## config.mk

```make
export PLATFORM = sky130hd
export DESIGN_NAME = txbid_ctrl
export DESIGN_NICKNAME = d
export VERILOG_FILES = /design/src/rtl/txbid_pkg.sv /design/src/rtl/txbid_bid.sv /design/src/rtl/txbid_space.sv /design/src/rtl/txbid_stream.sv /design/src/rtl/txbid_ctrl.sv
export SDC_FILE = /design/constraint.sdc
export NUM_CORES = 1
export LEC_CHECK = 0
export ABC_AREA = 0
export BUFFER_PORTS_ARGS = -buffer_cell sky130_fd_sc_hd__buf_2
export CAP_MARGIN = 10
export CORE_ASPECT_RATIO = 1.4
export CORE_MARGIN = 2
export CORE_UTILIZATION = 35
export DETAILED_ROUTE_END_ITERATION = 6
export GPL_TIMING_DRIVEN = 0
export PLACE_DENSITY = 0.5
export SETUP_SLACK_MARGIN = 0.02
export SYNTH_ARGS = -nofsm -noshare
export SYNTH_HDL_FRONTEND = slang
export SYNTH_SLANG_ARGS = --single-unit
```

## constraint.sdc

```tcl
create_clock -name clk -period 6.6 [get_ports clk]
set_clock_uncertainty 0.1 [all_clocks]
set_input_delay 1.32 -clock clk [delete_from_list [all_inputs] [get_ports clk]]
set_output_delay 1.32 -clock clk [all_outputs]
set_load 0.01 [all_outputs]
```

## src/rtl/txbid_pkg.sv

```systemverilog
// Shared register map, command and status bit positions for the transmit bid controller.
package txbid_pkg;

    typedef enum logic [1:0] {
        RA_CMD  = 2'd0,
        RA_LEN  = 2'd1,
        RA_STAT = 2'd2,
        RA_DATA = 2'd3
    } reg_addr_e;

    localparam int CMD_MODE_LO = 6;
    localparam int CMD_FORCE   = 8;
    localparam int CMD_ONECOLL = 9;
    localparam int CMD_NOCRC   = 12;
    localparam int CMD_NOPAD   = 13;

    localparam int STAT_ERR = 7;
    localparam int STAT_RDY = 8;

endpackage

```

## src/rtl/txbid_bid.sv

```systemverilog
// Bid state machine: holds the command word, checks each length write, keeps the
// bid-error and ready flags, and issues a grant when the space tracker reports a fit.
// Assumes only one bid is open at a time; writes during an open bid are dropped.
module txbid_bid #(
    parameter int REG_W     = 16,
    parameter int LEN_W     = 12,
    parameter int MAX_FRAME = 1514
) (
    input  logic             clk,
    input  logic             rst_n,
    input  logic             cmd_wr,
    input  logic             len_wr,
    input  logic             stat_rd,
    input  logic [REG_W-1:0] wdata,
    input  logic             fits,
    input  logic             last_byte,
    output logic [REG_W-1:0] cmd_q,
    output logic [LEN_W-1:0] len_q,
    output logic             ready,
    output logic             bid_err,
    output logic             grant,
    output logic             force_req
);
    logic fresh;
    logic pending;
    logic active;
    logic len_bad;

    assign active  = pending | ready;
    assign len_bad = (wdata == '0) || (wdata > REG_W'(MAX_FRAME));
    assign grant   = pending & fits;

    // Bid sequencing: command capture, length check, grant and completion.
    always_ff @(posedge clk) begin
        if (!rst_n) begin
            cmd_q     <= '0;
            len_q     <= '0;
            fresh     <= 1'b0;
            pending   <= 1'b0;
            ready     <= 1'b0;
            bid_err   <= 1'b0;
            force_req <= 1'b0;
        end else begin
            force_req <= 1'b0;
            if (stat_rd) begin
                bid_err <= 1'b0;
            end
            if (cmd_wr && !active) begin
                cmd_q     <= wdata;
                fresh     <= 1'b1;
                force_req <= wdata[txbid_pkg::CMD_FORCE];
            end
            if (len_wr && !active) begin
                fresh <= 1'b0;
                if (!fresh || len_bad) begin
                    bid_err <= 1'b1;
                end else begin
                    pending <= 1'b1;
                    len_q   <= wdata[LEN_W-1:0];
                end
            end
            if (grant) begin
                pending <= 1'b0;
                ready   <= 1'b1;
            end
            if (ready && last_byte) begin
                ready <= 1'b0;
            end
        end
    end

endmodule

```

## src/rtl/txbid_space.sv

```systemverilog
// Buffer space tracker: adds a frame's length on each grant, subtracts space that
// the MAC returns (never going below zero), and clears everything on a flush.
// Assumes a grant is only given when the frame fits, so the count stays within the buffer.
module txbid_space #(
    parameter int BUF_BYTES = 2048,
    parameter int LEN_W     = 12
) (
    input  logic             clk,
    input  logic             rst_n,
    input  logic             grant,
    input  logic [LEN_W-1:0] need_len,
    input  logic             release_en,
    input  logic [LEN_W-1:0] release_len,
    input  logic             flush,
    output logic [LEN_W-1:0] used,
    output logic             fits
);
    localparam int SUM_W = LEN_W + 1;

    logic [LEN_W-1:0] free_bytes;
    logic [SUM_W-1:0] with_grant;
    logic [SUM_W-1:0] rel_ext;
    logic [SUM_W-1:0] next_used;

    assign free_bytes = LEN_W'(BUF_BYTES) - used;
    assign fits       = free_bytes >= need_len;

    // Next occupancy: reservation in, release out, saturating at zero.
    always_comb begin
        with_grant = {1'b0, used} + (grant ? {1'b0, need_len} : '0);
        rel_ext    = release_en ? {1'b0, release_len} : '0;
        next_used  = (rel_ext > with_grant) ? '0 : with_grant - rel_ext;
    end

    // Occupancy register.
    always_ff @(posedge clk) begin
        if (!rst_n) begin
            used <= '0;
        end else if (flush) begin
            used <= '0;
        end else begin
            used <= next_used[LEN_W-1:0];
        end
    end

endmodule

```

## src/rtl/txbid_stream.sv

```systemverilog
// Byte stream counter: forwards accepted frame bytes to the buffer, counts them,
// and raises a one-cycle start at the per-frame threshold or on the last byte.
// Assumes ready stays high from the grant through the last byte of the frame.
module txbid_stream #(
    parameter int LEN_W = 12,
    parameter int THR_A = 5,
    parameter int THR_B = 381,
    parameter int THR_C = 1021
) (
    input  logic             clk,
    input  logic             rst_n,
    input  logic             data_wr,
    input  logic [7:0]       data_in,
    input  logic             ready,
    input  logic [LEN_W-1:0] frame_len,
    input  logic [1:0]       mode,
    output logic             last_byte,
    output logic             buf_wr_en,
    output logic [7:0]       buf_wr_data,
    output logic             tx_start
);
    logic [LEN_W-1:0] count;
    logic [LEN_W-1:0] next_count;
    logic [LEN_W-1:0] mode_thr;
    logic [LEN_W-1:0] start_at;
    logic             take;

    assign take       = data_wr & ready;
    assign next_count = count + 1'b1;
    assign last_byte  = take && (next_count == frame_len);

    // Threshold for the selected start mode, limited to the frame length.
    always_comb begin
        case (mode)
            2'd0:    mode_thr = LEN_W'(THR_A);
            2'd1:    mode_thr = LEN_W'(THR_B);
            2'd2:    mode_thr = LEN_W'(THR_C);
            default: mode_thr = frame_len;
        endcase
        start_at = (mode_thr > frame_len) ? frame_len : mode_thr;
    end

    // Byte forwarding, counting and start pulse.
    always_ff @(posedge clk) begin
        if (!rst_n) begin
            count       <= '0;
            buf_wr_en   <= 1'b0;
            buf_wr_data <= '0;
            tx_start    <= 1'b0;
        end else begin
            buf_wr_en <= take;
            tx_start  <= take && (next_count == start_at);
            if (take) begin
                buf_wr_data <= data_in;
                count       <= last_byte ? '0 : next_count;
            end
        end
    end

endmodule

```

## src/rtl/txbid_ctrl.sv

```systemverilog
// Transmit bid controller top: decodes the register port, joins the bid state machine,
// the space tracker and the byte stream counter, and presents the MAC-side outputs.
// Assumes reg_wr and reg_rd are one-cycle strobes; read data appears one cycle later.
module txbid_ctrl #(
    parameter int REG_W     = 16,
    parameter int BUF_BYTES = 2048,
    parameter int MAX_FRAME = 1514,
    parameter int THR_A     = 5,
    parameter int THR_B     = 381,
    parameter int THR_C     = 1021,
    localparam int LEN_W    = $clog2(BUF_BYTES + 1)
) (
    input  logic             clk,
    input  logic             rst_n,
    input  logic             reg_wr,
    input  logic             reg_rd,
    input  logic [1:0]       reg_addr,
    input  logic [REG_W-1:0] reg_wdata,
    output logic [REG_W-1:0] reg_rdata,
    input  logic             buf_release,
    input  logic [LEN_W-1:0] buf_release_len,
    output logic             buf_wr_en,
    output logic [7:0]       buf_wr_data,
    output logic             buf_flush,
    output logic             tx_start,
    output logic [LEN_W-1:0] tx_len,
    output logic             tx_no_retry,
    output logic             tx_no_crc,
    output logic             tx_no_pad
);
    import txbid_pkg::*;

    logic             cmd_wr, len_wr, data_wr, stat_rd;
    logic [REG_W-1:0] cmd_q;
    logic [LEN_W-1:0] len_q;
    logic [LEN_W-1:0] used;
    logic             st_ready, bid_err, grant, force_req, fits, last_byte;
    logic [REG_W-1:0] stat_word;

    assign cmd_wr  = reg_wr && (reg_addr == RA_CMD);
    assign len_wr  = reg_wr && (reg_addr == RA_LEN);
    assign data_wr = reg_wr && (reg_addr == RA_DATA);
    assign stat_rd = reg_rd && (reg_addr == RA_STAT);

    txbid_bid #(
        .REG_W(REG_W), .LEN_W(LEN_W), .MAX_FRAME(MAX_FRAME)
    ) u_bid (
        .clk(clk), .rst_n(rst_n), .cmd_wr(cmd_wr), .len_wr(len_wr),
        .stat_rd(stat_rd), .wdata(reg_wdata), .fits(fits), .last_byte(last_byte),
        .cmd_q(cmd_q), .len_q(len_q), .ready(st_ready), .bid_err(bid_err),
        .grant(grant), .force_req(force_req)
    );

    txbid_space #(
        .BUF_BYTES(BUF_BYTES), .LEN_W(LEN_W)
    ) u_space (
        .clk(clk), .rst_n(rst_n), .grant(grant), .need_len(len_q),
        .release_en(buf_release), .release_len(buf_release_len),
        .flush(force_req), .used(used), .fits(fits)
    );

    txbid_stream #(
        .LEN_W(LEN_W), .THR_A(THR_A), .THR_B(THR_B), .THR_C(THR_C)
    ) u_stream (
        .clk(clk), .rst_n(rst_n), .data_wr(data_wr), .data_in(reg_wdata[7:0]),
        .ready(st_ready), .frame_len(len_q),
        .mode(cmd_q[CMD_MODE_LO+1:CMD_MODE_LO]), .last_byte(last_byte),
        .buf_wr_en(buf_wr_en), .buf_wr_data(buf_wr_data), .tx_start(tx_start)
    );

    // Status word: ready and bid-error flags at their fixed bit positions.
    always_comb begin
        stat_word           = '0;
        stat_word[STAT_RDY] = st_ready;
        stat_word[STAT_ERR] = bid_err;
    end

    // Registered read mux.
    always_ff @(posedge clk) begin
        if (!rst_n) begin
            reg_rdata <= '0;
        end else if (reg_rd) begin
            case (reg_addr)
                RA_CMD:  reg_rdata <= cmd_q;
                RA_LEN:  reg_rdata <= REG_W'(len_q);
                RA_STAT: reg_rdata <= stat_word;
                default: reg_rdata <= '0;
            endcase
        end
    end

    assign buf_flush   = force_req;
    assign tx_len      = len_q;
    assign tx_no_retry = cmd_q[CMD_ONECOLL];
    assign tx_no_crc   = cmd_q[CMD_NOCRC];
    assign tx_no_pad   = cmd_q[CMD_NOPAD];

endmodule

```

==> metrics.txt, run 1 <==
Core Area=about 17,000 um^2; Synth Area in Simple Gates=24.8%; normalized max-slew margin=40.9%; clk root buf=clkbuf_16; vias in the first global route=5,485; LEAKAGE=3.07 nW; crit end category=flip-flop; Fmax=163 MHz; io pins=between 70 and 80; mean post-synth cell area=7.98 um^2; FF+latch count, synth=83; Port-buffer cells=between 70 and 80; DRT Pass-1 Iters=4; post-synthesis xor/xnor area fraction=8.11%; design area=7140 um^2; worst hold path type=flip-flop to flip-flop; leading cell type in the layout, fill and taps excluded=nand2_1; Post-synth EDFFs=0; H-tree Lvls=3; final WL=approximately 18 mm; synthesis warning total=0; Die Y=roughly 160 um; Hold Fails Final Rpt=0; maximum root-to-sink buffer count=2; hold-fix buffers at CTS=0; Hold EP=u_stream.buf_wr_data[0]; delay-heaviest family, CP=compound AO/OA/AOI/OAI gates; top_reg_cell synth=dfxtp_1; Placed Area=6790 um^2; Skew-Pair Late Insertion Delay=0.35 ns; Post-CTS Resized=2; CP startpoint kind=flip-flop; Iter 0 DRT Violations=236; post-synth cell types=75; per-cell routed wire length=about 17 um; Via-to-Cell Ratio=5.16; Synth area leader=dfxtp_1; worst slew pin tran=about 0.9 ns; aggregate global-route resource usage=19.8%; max-cap violation count=0; Post-DP HPWL=approximately 14 mm; Setup CP Type=flip-flop to flip-flop; die area=18,600 um^2; sequential fraction of the synthesis area=27.1%; HP Start=u_stream.buf_wr_data[0]; Mapped Area=6120 um^2; clock transition at the registers of the reported paths=0.07 ns; synth top area cells=dfxtp_1 (27%), ha_1 (12%), a21oi_1 (5.7%), nand2_1 (5.5%), mux2i_1 (4.7%); initial antenna violation count=0; total design power=approximately 2.0 mW; n_diodes=0; most frequent cells in the layout=nand2_1 (89), dfxtp_1 (83), buf_2 (79), nor2_1 (74), a21oi_1 (69); Finished Layout Cells=1,092; first-pass GRT wire length=28.6 mm; row count=57; R2R Path End=u_space.used[9]; worst vdd ir=156 uV; P&R area growth vs syn=16.6%; fillcell total=1,874; Final Critical Period=6.15 ns; Final nets=around 950; Placer Congestion=0.860; Final setup viols=0; mux cell area share after synthesis=4.93%; largest stage delay on the critical path=between 0.4 and 0.5 ns; Post-Synth Adder-Cell Area=12.5%; Multi-input gate area=4150 um^2; share of the synthesized area in the top cell type=27.1%; crit path DAT=between 6 and 7 ns; Compound-Gate Fraction of Synth Area=16.7%; outcome=finished clean; DR DRC count=0; CP required=6.71 ns; CTS tree=yes; total grt overflow=0; Post-CTS Setup Repair Bufs=0; post-route antenna net violation count=0; largest net degree at the start of global routing=16; via count=5,638; Num CTS Buffers=9; syn_nets=862; FFs w/ async S/R, synth=0%; Starting Density=a little over a third; layout cells sized above 1=14.7%; CP startpoint=u_space.used[2]; Fin Setup TNS=0 ns; DP Cell Count=roughly 1,100; CP max FO=14; main combinational cell family by area after synthesis=simple AND/OR/NAND/NOR gates; Cell Chain, Critical Path=nor4_4 > nand2_1 > xor2_1 > ha_1 > a21o_1 > a2111oi_1 > o211ai_1 > a22o_2 > and2_1 > ha_1 > fa_1 > a21o_1 > a221o_1 > nor4_4 > or3_1 > xnor2_1 > ha_2 > and4_1 > nand2_1 > a21oi_2 > o221ai_1 > a21boi_2 > buf_4 > nor3_1; R2R Setup Slk=0.45 ns; Slew Limit Fails=0; Crit path buffers/inverters=1; Hold Path Stages=2; Die X=116 um; RR Startpoint=u_space.used[2]; Reg2Reg Depth=24; CP max stage cell=ha_2; unrepaired setup endpoints after global routing=false; Hold WS=~0.35 ns; Syn Inst Count=767; Final Cycle Share=93.2%; register area=1660 um^2; P per Cell Area=276 nW/um^2; clock sinks=83
## cells by family (layout without fill, tap and decap cells)
family | after synthesis | after routing
AO/OA/AOI/OAI | 152 | 152
XOR/XNOR | 52 | 52
adder cells (fa/ha/maj) | 60 | 60
buffers and inverters | 88 | 177
flip-flops | 83 | 83
multiplexers | 30 | 30
AND/OR/NAND/NOR | 302 | 302
## flip-flops by register name, summed over array words and instances, names as in the netlist
signal and flops:
reg_rdata 16, u_bid.bid_err 1, u_bid.cmd_q 16, u_bid.force_req 1
u_bid.fresh 1, u_bid.len_q 12, u_bid.pending 1, u_bid.ready 1
u_space.used 12, u_stream.buf_wr_data 8, u_stream.buf_wr_en 1, u_stream.count 12
u_stream.tx_start 1
## metal layers
layer	track usage, %	vias to the layer above	share of wire (%)
met3	1.92	35	3.0
met4	9.09	0	3.9
met1	23.5	2617	42
met2	35.4	132	51
li1	-	2854	-
met5	0	-	0
## worst max path at each step
| stage | to | slack (ns) | depth (start not counted) |
|---|---|---|---|
| 3_5_place_dp | u_space.used[6] | -0.37 | 25 |
| 6_report | u_space.used[9] | 0.45 | 24 |
| 4_1_cts | u_space.used[6] | 0.05 | 24 |
| 2_1_floorplan | u_space.used[1] | 0.96 | 25 |
| 5_1_grt | u_space.used[1] | 0.07 | 24 |
| 3_3_place_gp | u_space.used[6] | -0.39 | 25 |
## per-stage QoR
step | worst slack [ns] | util [%]
after floorplan | 0.959 | -
after global placement | -0.392 | 39.3
after detailed placement | -0.365 | 39.3
after CTS | 0.0463 | 41.2
after global routing | 0.0749 | 41.4
final | 0.448 | 41.4
## layout make-up
class,instances,area share [%]
Buffer,35,2.23
Clock buffer,10,3.35
Clock inverter,6,1.02
Tap cell,236,4.14
Inverter,52,2.73
Multi-Input combinational cell,596,58.1
Sequential cell,83,23.3
Timing Repair Buffer,74,5.19
## report_power, final
| group | switching, mW | total [mW] | internal, mW |
|---|---|---|---|
| sequential | 0.0462 | 0.582 | 0.536 |
| combinational | 0.470 | 0.846 | 0.376 |
| clock | 0.236 | 0.544 | 0.308 |
## cell usage after synthesis, types with 6 or more instances
| cell type | instances |
|---|---|
| xor2_1 | 20 |
| a211oi_1 | 7 |
| xnor2_1 | 29 |
| and2_1 | 14 |
| o21ai_0 | 15 |
| dfxtp_1 | 83 |
| nor2_1 | 74 |
| mux2i_1 | 29 |
| a21o_1 | 9 |
| nand2_1 | 89 |
| nor2b_1 | 7 |
| nor3_1 | 27 |
| and3_1 | 9 |
| a21oi_1 | 70 |
| ha_1 | 58 |
| nand3_1 | 25 |
| clkbuf_1 | 22 |
| nor4_1 | 11 |
| inv_1 | 51 |
| nand4_1 | 12 |
| o21a_1 | 6 |
## worst min-delay path: stages, from the launching register on
cell,delay (ns)
dfxtp_1,0.31
nand2_1,0.05
a21oi_1,0.05
(Power assumes the default switching activity.)
==> run 2, diff against run 1 <==
Settings changed: PLACE_DENSITY 0.5 to 0.57, SYNTH_HIERARCHICAL from default to 1.
==> run 2 against run 1 <==
Against the previous run: clock power increased by 4.4%; synthesized cell count rose by 6.9%; largest power group unchanged; flip-flop and latch count stayed put.
==> metrics.txt, run 2 <==
outcome=finished clean; total grt overflow=0 (unchanged); Final WS setup=0.582 ns (+0.134 ns); total design power=1.98 mW (+0.51%); unrepaired setup endpoints after global routing=false; Core Area=18,500 um^2 (+6.9%); clock sinks=83 (unchanged); post-route antenna net violation count=0 (unchanged); Post-CTS Setup Repair Bufs=0 (unchanged); Die Y=166 um (+3.2%); hold-fix buffers at CTS=0 (unchanged); Slew Limit Fails=0 (unchanged); row count=59 (+3.5%); crit path DAT=6.17 ns (-0.10 ns); Die X=119 um (+3.2%); share of the synthesized area in the top cell type=25.4% (-1.7 points); vias in the first global route=5,806 (+5.9%); CP max FO=12 (-2); synth top area cells=dfxtp_1 (25%), ha_1 (11%), nand2_1 (8.1%), mux2i_1 (5.1%), xnor2_1 (4.2%); LEAKAGE=3.25 nW (+6.0%); DR DRC count=0 (unchanged); Final setup viols=0 (unchanged); Compound-Gate Fraction of Synth Area=20.8% (+4.1 points); P per Cell Area=262 nW/um^2 (-5.2%); mux cell area share after synthesis=5.40% (+0.48 points); DRT Pass-1 Iters=5 (+1); Starting Density=35.4% (-0.089 points); post-synth cell types=77 (+2.7%); CTS tree=yes; Synth area leader=dfxtp_1; main combinational cell family by area after synthesis=simple AND/OR/NAND/NOR gates; maximum root-to-sink buffer count=2 (unchanged); Fmax=166 MHz (+2.2%); Hold Fails Final Rpt=0 (unchanged); Mapped Area=6530 um^2 (+6.7%); worst slew pin tran=0.640 ns (-0.247 ns); FF+latch count, synth=83 (unchanged); first-pass GRT wire length=29.9 mm (+4.4%); top_reg_cell synth=dfxtp_1; max-cap violation count=0 (unchanged); mean post-synth cell area=7.96 um^2 (-0.23%); CP startpoint kind=flip-flop; Crit path buffers/inverters=2 (+1); largest net degree at the start of global routing=16 (unchanged); die area=19,800 um^2 (+6.5%); Post-synth EDFFs=0 (unchanged); worst hold path type=flip-flop to flip-flop; Synth Area in Simple Gates=22.9% (-1.8 points); initial antenna violation count=0 (unchanged); Iter 0 DRT Violations=350 (+48%); top-count cell post-synth=nand2_1; n_diodes=0 (unchanged); Multi-input gate area=4490 um^2 (+8.2%); Placed Area=7210 um^2 (+6.2%); clock transition at the registers of the reported paths=0.07 ns (about the same); design area=7570 um^2 (+6.0%); Syn Inst Count=820 (+6.9%); Final nets=1,001 (+5.8%); CP max stage cell=fa_1; Num CTS Buffers=9 (unchanged); io pins=77 (unchanged); per-cell routed wire length=16.1 um (-3.5%); Post-DP HPWL=14.7 mm (+1.3%); synth cell count leaders=nand2_1 (141), dfxtp_1 (83), ha_1 (59), inv_1 (52), a21oi_1 (39); worst vdd ir=152 uV (-2.5%); Final Critical Period=6.02 ns (-0.134 ns); CP required=6.76 ns (+0.05 ns); Placer Congestion=0.859 (about the same); largest stage delay on the critical path=0.45 ns (+0.02 ns); most frequent cells in the layout=nand2_1 (141), buf_2 (84), dfxtp_1 (83), ha_1 (59), inv_1 (52); biggest regs=reg_rdata: 16 flops, u_bid/cmd_q: 16 flops; H-tree Lvls=3 (unchanged); fillcell total=1,955 (+4.3%); crit end category=flip-flop; clk root buf=clkbuf_16; Skew-Pair Late Insertion Delay=0.34 ns (about the same); via count=5,972 (+5.9%); Setup CP Type=flip-flop to flip-flop; Port-buffer cells=75 (+1.4%); leading cell type in the layout, fill and taps excluded=nand2_1; Via-to-Cell Ratio=5.18 (+0.23%); layout cells sized above 1=15.2% (+0.45 points); register area=1660 um^2 (unchanged); Post-Synth Adder-Cell Area=11.9% (-0.59 points); sequential fraction of the synthesis area=25.4% (-1.7 points); P&R area growth vs syn=15.9%; normalized max-slew margin=57.3% (+16 points); final WL=18.6 mm (+2.0%); Final Cycle Share=91.2% (-2.0 points); syn_nets=916 (+6.3%); aggregate global-route resource usage=18.8% (-1.0 points); post-synthesis xor/xnor area fraction=7.26% (-0.85 points); delay-heaviest family, CP=compound AO/OA/AOI/OAI gates; Worst Setup Slack post-DPL=-0.102 ns (+0.263 ns); synthesis warning total=6 (+6); FFs w/ async S/R, synth=0% (unchanged)
[run 2: metrics by stage]
step	cells	hold WS (ns)	setup TNS (ns)	utilization, %
3_5_place_dp	1139	0.339	-0.323	39.1
6_report	1154	0.345	0	41.0
5_1_grt	1154	0.374	0	41.0
3_3_place_gp	1139	0.336	-0.265	39.1
2_1_floorplan	820	0.343	0	-
4_1_cts	1155	0.349	0	40.9
[run 2: worst paths after layout]
kind	to	cells after the start	slack (ns)	start
worst max-delay path	u_space/used[9]	26	0.58	u_space/used[5]
worst max register to register	u_space/used[9]	26	0.58	u_space/used[5]
worst min register to register	reg_rdata[10]	2	0.35	reg_rdata[10]
worst min-delay path	reg_rdata[10]	2	0.35	reg_rdata[10]
[run 2: power by group]
group	internal [mW]	switching, mW	leakage (nW)
Combinational	0.375	0.464	2.41
Sequential	0.534	0.0409	0.673
Clock	0.346	0.221	0.164
Total	1.26	0.726	3.25
[run 2: tightest hold or removal path, cell delays in order (launching register included)]
cell	delay (ns)
dfxtp_1	0.31
nand2_1	0.05
o21ai_1	0.05
[run 2: kinds of logic after synthesis]
family                   Yosys count
XOR/XNOR                          51
multiplexers                      35
adder cells (fa/ha/maj)           61
buffers and inverters             90
flip-flops                        83
AO/OA/AOI/OAI                    195
AND/OR/NAND/NOR                  305
[run 2: final cells by class]
cell class / count / share of cell area [%]
buffer: 37 / 2.79
clock buffer: 10 / 3.16
timing repair buffer: 75 / 4.96
tap: 244 / 4.03
sequential: 83 / 21.9
clock inverter: 6 / 1.26
inverter: 52 / 2.58
multi-input combinational: 647 / 59.3
[run 2: what timing repair did]
item,CTS,global route
gates cloned,0,0
setup endpoints to repair,10,12
resized for setup,2,4
pin swaps,0,1
[run 2: layer usage]
metal | up-vias | global-route usage (%) | part of all wire [%]
li1 | 3056 | - | -
met1 | 2774 | 22.2 | 42
met2 | 111 | 34.6 | 52
met3 | 31 | 2.24 | 3.1
met4 | 0 | 6.80 | 2.9
met5 | - | 0 | 0
